[src/rtl/tlc_pkg.sv]
package tlc_pkg;

    typedef enum logic [1:0] {
        LT_RED = 2'b00,
        LT_YEL = 2'b01,
        LT_GRN = 2'b10
    } light_t;

    typedef enum logic [1:0] {
        PH_HWY_GO   = 2'd0,
        PH_HWY_WARN = 2'd1,
        PH_FRM_GO   = 2'd2,
        PH_FRM_WARN = 2'd3
    } phase_t;

    typedef struct packed {
        light_t hwy;
        light_t farm;
    } lamps_t;

    function automatic lamps_t lamps_for(phase_t p);
        lamps_t l;
        case (p)
            PH_HWY_GO:   begin l.hwy = LT_GRN; l.farm = LT_RED; end
            PH_HWY_WARN: begin l.hwy = LT_YEL; l.farm = LT_RED; end
            PH_FRM_GO:   begin l.hwy = LT_RED; l.farm = LT_GRN; end
            default:     begin l.hwy = LT_RED; l.farm = LT_YEL; end
        endcase
        return l;
    endfunction

endpackage

[src/rtl/tlc_sync.sv]
module tlc_sync #(
    parameter int STAGES = 2
) (
    input  logic clk,
    input  logic rst,
    input  logic async_i,
    output logic sync_o
);
    logic [STAGES-1:0] chain_q;

    always_ff @(posedge clk) begin
        if (rst) chain_q <= '0;
        else     chain_q <= {chain_q[STAGES-2:0], async_i};
    end

    assign sync_o = chain_q[STAGES-1];

    // the output is the input delayed by exactly STAGES edges
    a_r7_sync_delay: assert property (@(posedge clk) disable iff (rst)
        !$past(rst) |-> chain_q[STAGES-1] == $past(chain_q[STAGES-2]));

endmodule

[src/rtl/tlc_timer.sv]
module tlc_timer #(
    parameter int SHORT_CYCLES = 3,
    parameter int LONG_CYCLES  = 10
) (
    input  logic clk,
    input  logic rst,
    input  logic restart_i,
    output logic short_o,
    output logic long_o
);
    localparam int CNT_W = $clog2(LONG_CYCLES + 1);
    localparam logic [CNT_W-1:0] SHORT_V = CNT_W'(SHORT_CYCLES);
    localparam logic [CNT_W-1:0] LONG_V  = CNT_W'(LONG_CYCLES);

    logic [CNT_W-1:0] cnt_q;

    always_ff @(posedge clk) begin
        if (rst || restart_i)   cnt_q <= '0;
        else if (cnt_q != LONG_V) cnt_q <= cnt_q + 1'b1;
    end

    assign short_o = (cnt_q >= SHORT_V);
    assign long_o  = (cnt_q >= LONG_V);

    a_r8_restart_clears: assert property (@(posedge clk) disable iff (rst)
        restart_i |=> !short_o && !long_o);
    a_r8_long_implies_short: assert property (@(posedge clk) disable iff (rst)
        long_o |-> short_o);
    a_r8_flags_sticky: assert property (@(posedge clk) disable iff (rst)
        (long_o && !restart_i) |=> long_o);
    a_r1_timer_cleared: assert property (@(posedge clk)
        $past(rst) |-> cnt_q == '0);

endmodule

[src/rtl/tlc_sequencer.sv]
module tlc_sequencer
    import tlc_pkg::*;
(
    input  logic   clk,
    input  logic   rst,
    input  logic   car_i,
    input  logic   short_i,
    input  logic   long_i,
    output logic   restart_o,
    output lamps_t lamps_o
);
    phase_t phase_q, phase_d;
    lamps_t lamps_q;

    always_comb begin
        phase_d = phase_q;
        case (phase_q)
            PH_HWY_GO:   if (car_i && long_i)   phase_d = PH_HWY_WARN;
            PH_HWY_WARN: if (short_i)           phase_d = PH_FRM_GO;
            PH_FRM_GO:   if (!car_i || long_i)  phase_d = PH_FRM_WARN;
            default:     if (short_i)           phase_d = PH_HWY_GO;
        endcase
    end

    assign restart_o = (phase_d != phase_q);

    always_ff @(posedge clk) begin
        if (rst) begin
            phase_q <= PH_HWY_GO;
            lamps_q <= lamps_for(PH_HWY_GO);
        end else begin
            phase_q <= phase_d;
            lamps_q <= lamps_for(phase_d);
        end
    end

    assign lamps_o = lamps_q;

    a_r2_one_red: assert property (@(posedge clk) disable iff (1'b0)
        !$isunknown(lamps_q) |-> (lamps_q.hwy == LT_RED || lamps_q.farm == LT_RED));
    a_r3_hold_green: assert property (@(posedge clk) disable iff (rst)
        (phase_q == PH_HWY_GO && !(car_i && long_i)) |=> phase_q == PH_HWY_GO);
    a_r4_warn_hold: assert property (@(posedge clk) disable iff (rst)
        (phase_q == PH_HWY_WARN && !short_i) |=> phase_q == PH_HWY_WARN);
    a_r5_farm_leave: assert property (@(posedge clk) disable iff (rst)
        (phase_q == PH_FRM_GO && (!car_i || long_i)) |=> phase_q == PH_FRM_WARN);
    a_r6_back_home: assert property (@(posedge clk) disable iff (rst)
        (phase_q == PH_FRM_WARN && short_i) |=> phase_q == PH_HWY_GO);

endmodule

[src/rtl/tlc_crossing.sv]
module tlc_crossing
    import tlc_pkg::*;
#(
    parameter int SHORT_CYCLES = 3,
    parameter int LONG_CYCLES  = 10
) (
    input  logic       clk,
    input  logic       rst,
    input  logic       car_i,
    output logic [1:0] hwy_light_o,
    output logic [1:0] farm_light_o
);
    logic   car_s, restart, short_f, long_f;
    lamps_t lamps;

    tlc_sync #(.STAGES(2)) u_sync (
        .clk(clk), .rst(rst), .async_i(car_i), .sync_o(car_s)
    );

    tlc_timer #(.SHORT_CYCLES(SHORT_CYCLES), .LONG_CYCLES(LONG_CYCLES)) u_timer (
        .clk(clk), .rst(rst), .restart_i(restart), .short_o(short_f), .long_o(long_f)
    );

    tlc_sequencer u_seq (
        .clk(clk), .rst(rst), .car_i(car_s), .short_i(short_f), .long_i(long_f),
        .restart_o(restart), .lamps_o(lamps)
    );

    assign hwy_light_o  = lamps.hwy;
    assign farm_light_o = lamps.farm;

    a_r1_reset_lamps: assert property (@(posedge clk)
        $past(rst) |-> (hwy_light_o == 2'b10 && farm_light_o == 2'b00));

endmodule

[config.mk]
export PLATFORM = sky130hd
export DESIGN_NAME = tlc_crossing
export DESIGN_NICKNAME = d
export VERILOG_FILES = /design/src/rtl/tlc_pkg.sv /design/src/rtl/tlc_sync.sv /design/src/rtl/tlc_timer.sv /design/src/rtl/tlc_sequencer.sv /design/src/rtl/tlc_crossing.sv
export SDC_FILE = /design/constraint.sdc
export NUM_CORES = 1
export LEC_CHECK = 0
export BUFFER_PORTS_ARGS = -buffer_cell sky130_fd_sc_hd__buf_4
export CAP_MARGIN = 20
export CORE_AREA = 3 3 40 42
export DETAILED_ROUTE_END_ITERATION = 16
export DIE_AREA = 0 0 43 45
export PLACE_DENSITY = 0.61
export SLEW_MARGIN = 20
export SYNTH_ARGS = -nofsm -noshare
export SYNTH_HDL_FRONTEND = slang
export SYNTH_SLANG_ARGS = --single-unit
[constraint.sdc]
create_clock -name clk -period 1.25 [get_ports clk]
set_input_delay 0.25 -clock clk [delete_from_list [all_inputs] [get_ports clk]]
set_output_delay 0.25 -clock clk [all_outputs]
set_load 0.01 [all_outputs]
==> Flow_metrics.wiki <==
{| class="wikitable"
! Metric !! Value
|-
| Result of the run || finished with violations
|-
| Violated checks || negative setup slack
|-
| Crit path DAT || between 1.5 and 2 ns
|-
| Clock latency on the worst-skew pair || around 0.27 ns
|-
| Grt peak-use layer || met2
|-
| Final critical-path setup slack || -0.113 ns
|-
| Worst slack on hold paths || 0.192 ns
|-
| Worst slew pin tran || between 0.3 and 0.4 ns
|-
| Clock root cell || sky130_fd_sc_hd__clkbuf_4
|-
| Period Utilization, post-route || 1.09
|-
| Maximum clock skew at final layout || 0.000674 ns
|-
| Met1 routing resource usage after global routing || 0.137
|-
| Count of unresolved DRC violations after routing || 0
|-
| Post-cts hold buffer count || 0
|-
| Ranking of synthesized cells by area || sky130_fd_sc_hd__dfxtp_1 46%, sky130_fd_sc_hd__o311ai_4 5.0%, sky130_fd_sc_hd__a21oi_1 4.8%
|-
| Critical Setup Path Class || reg2reg
|-
| Number of max-capacitance violations reported || 0
|-
| Synthesized-area fraction occupied by xor and xnor cells || 0.0337
|-
| Register share of total power || 0.563
|-
| Number of fillers in the final layout || 119
|-
| Layout cells sized above 1 || 0.470
|-
| Net switching component of the power || 0.000174 W
|-
| Flops & latches, synth || 12
|-
| Setup violation total in the final timing report || 8
|-
| Min-delay worst type || in2reg
|-
| Synth Area in Compound Gates || 0.197
|-
| Post-layout power || 0.000735 W
|-
| Unrepaired setup endpoints after global routing || yes
|-
| Footprint of the multi-input gates || 319 µm²
|-
| Synthesized net count || 54
|-
| Core ar. || 1280 µm²
|-
| Initial DRC Count || 6
|-
| Worst Hold Launch || rst
|-
| Die Width || 43 µm
|-
| Overall overflow remaining after global route || 0
|-
| Leakage power of the design || between 0.2 and 0.3 nW
|-
| Setup slack after placement || -0.115 ns
|-
| Maximum achievable frequency || 0.734 GHz
|-
| Critical-path cell list || inv_2 -> ha_4 -> o311ai_4 -> nand3_2 -> buf_4 -> a22oi_1
|-
| Fraction of power spent switching nets || 0.236
|-
| Initial antenna violation count || 0
|-
| Share of total power in the clock network || 0.315
|-
| Routing usage on met3 || 0.0359
|-
| Largest family of logic cells by synthesized area || simple AND/OR/NAND/NOR gates
|-
| HPWL after detailed placement || 698 µm
|-
| CP required || 1.44 ns
|-
| Synth cell types || 23
|-
| Inserted Clock Buffers || 3
|-
| Gate Count Post-Synth || 49
|-
| Combined flip-flop and latch cell area || 243 µm²
|-
| Worst Hold Depth || 2
|-
| Area Overhead vs Synth || 37.5%
|-
| Cell type contributing the most total cell area after synthesis || sky130_fd_sc_hd__dfxtp_1
|-
| Pre-antenna DRT Iters || 4
|-
| Final min period || between 1 and 1.5 ns
|-
| Proportion of synthesized area in mux cells || 0
|-
| Met2 track demand over resource in global routing || 0.207
|-
| Reg-to-reg setup timing slack || -0.11 ns
|-
| Cell with the largest stage delay on the worst path || sky130_fd_sc_hd__dfxtp_2
|-
| Initial Util || 0.405
|-
| Worst R2R Start || u_timer.cnt_q[0]
|-
| # port buffers || 6
|-
| Proportion of netlist area held by the largest area contributor || 0.462
|-
| Sequential area share after synthesis || 0.462
|-
| Power per standard cell area || between 1000 and 1500 nW/µm²
|-
| Internal power of the cells || about 0.00056 W
|-
| Die Footprint || 1940 µm²
|-
| Total count of max-transition violations in the final report || 0
|-
| Most common cell after layout, fill and taps aside || sky130_fd_sc_hd__buf_4
|-
| Critical R2R Capture || u_timer.cnt_q[2]
|-
| Vertical die dimension || 45 µm
|-
| Synthesized area || 520 µm²
|-
| Hold violation count in the final report || 0
|-
| Sink Count || 12
|-
| Fraction of the mapped netlist area in simple logic gates || 0.245
|-
| Maximum level of the CTS H-tree || 1
|-
| Register clock-pin slew on the reported worst setup and hold paths || 0.07 ns
|-
| Vias in the first global route || 385
|-
| First-pass GRT wire length || 1730 µm
|-
| Antenna cell count || 0
|-
| Via count normalized by instance count || 5.07
|-
| Average footprint of a synthesized cell || around 11 µm²
|-
| Number of antenna-violating nets in the routed design || 0
|-
| Share of synthesized cell area in full adder, half adder and majority cells || 0.0481
|-
| Row count || 13
|-
| Max Buffers Root-to-Sink || 2
|-
| Count of synthesis-stage warnings from yosys || 0
|-
| Total routing resource utilization after global routing || 0.130
|-
| Leading cell types in the layout, fill and taps excluded || 14 x sky130_fd_sc_hd__buf_4, 10 x sky130_fd_sc_hd__dfxtp_1
|-
| Peak supply drop || a little over 0.0006 V
|-
| End point of the worst hold path || u_seq.lamps_o[1]
|-
| Routed Wire Length || 1030 µm
|-
| Combinational fraction of design power || 0.122
|-
| Pin count of the biggest net entering global routing || 9
|-
| Wirelength per Cell || 12.7 µm
|-
| Number of ports placed on the die boundary || 7
|-
| Startpoint kind of the worst setup timing path || flip-flop
|-
| CTS tree || built
|-
| Slew margin rel. || 0.769
|-
| Element type at the critical path end || flip-flop
|-
| Worst-case reg-to-reg path depth || 6
|-
| Slowest cell delay on critical path || 0.35 ns
|-
| Via count || 411
|-
| Number of nets in the layout || 73
|-
| Global placer's final weighted congestion || 0.724
|-
| Critical Path Fanout Max || 3
|}
==> cells by family after synthesis <==
| logic type | after synthesis |
|---|---|
| AO/OA/AOI/OAI | 11 |
| XOR/XNOR | 2 |
| AND/OR/NAND/NOR | 20 |
| adder cells (fa/ha/maj) | 2 |
| buffers and inverters | 2 |
| flip-flops | 12 |
==> worst max-delay path by stage <==
| stage | start | to | slack [ns] | cells past startpoint |
|---|---|---|---|---|
| final | u_timer.cnt_q[0] | u_timer.cnt_q[2] | -0.11 | 6 |
| after CTS | u_timer.cnt_q[0] | u_timer.cnt_q[1] | -0.09 | 5 |
| after global placement | u_timer.cnt_q[0] | u_timer.cnt_q[1] | -0.08 | 5 |
| after floorplan | u_timer.cnt_q[0] | u_timer.cnt_q[1] | -0.06 | 5 |
| after detailed placement | u_timer.cnt_q[0] | u_timer.cnt_q[1] | -0.11 | 5 |
| after global routing | u_timer.cnt_q[0] | u_timer.cnt_q[2] | -0.18 | 6 |
==> metrics by stage <==
step | area (µm²) | TNS (ns) | util | std cells
after global routing | 716 | -1.07 | 0.557 | 81
after CTS | 689 | -0.217 | 0.537 | 79
after floorplan | 536 | -0.0587 | - | 49
final | 716 | -0.517 | 0.557 | 81
after detailed placement | 637 | -0.304 | 0.496 | 75
after global placement | 637 | -0.243 | 0.496 | 75
==> critical path: cells and delay by family (launching register included) <==
kind / cells / cell delay (ns)
compound gates: 2 / 0.45
fa+ha+maj: 1 / 0.16
buf+inv: 2 / 0.20
flops: 1 / 0.35
simple gates: 1 / 0.13
==> routing by layer <==
| metal | routed length, µm | vias up | share of wire |
|---|---|---|---|
| met5 | 0 | - | 0 |
| met2 | 500 | 7 | 0.49 |
| li1 | - | 211 | - |
| met4 | 41 | 0 | 0.040 |
| met3 | 35 | 5 | 0.034 |
| met1 | 451 | 188 | 0.44 |
==> power by group through the flow <==
stage / registers, W / logic, W / clock network, W
after floorplan: 0.000421 / 0.0000432 / 0
after global placement: 0.000421 / 0.0000762 / 0
after detailed placement: 0.000422 / 0.0000766 / 0
after CTS: 0.000414 / 0.0000828 / 0.000240
after global routing: 0.000415 / 0.0000989 / 0.000261
final: 0.000414 / 0.0000897 / 0.000231
==> flip-flops by register name, summed over array words and instances (netlist names) <==
name and cells:
u_sync.chain_q 2, u_seq.phase_q 2, u_seq.lamps_o 4, u_timer.cnt_q 4
==> cell usage after synthesis (all sizes together) <==
master	count
dfxtp	12
a211oi	1
xor2	1
nand3b	3
o311ai	1
nor2	3
nor3	2
xnor2	1
ha	2
nand3	2
nand2	2
a21oi	5
nand4b	1
nor2b	3
a22oi	1
o31ai	1
a211o	1
or2b	1
inv	2
a221oi	1
nand2b	3
==> layout make-up <==
type	instances	share of cell area
clock buffers	3	0.0315
inverters	2	0.0105
multi-input cells	35	0.446
flip-flops and latches	12	0.339
well taps	15	0.0262
repair buffers	14	0.147
==> timing repair <==
item,CTS,global route
gates resized for setup,5,2
endpoints found under the setup margin,8,10
setup buffers,1,2
gates cloned,0,0
pin swaps,3,4
Note: power is estimated with default switching activity, not from simulation.
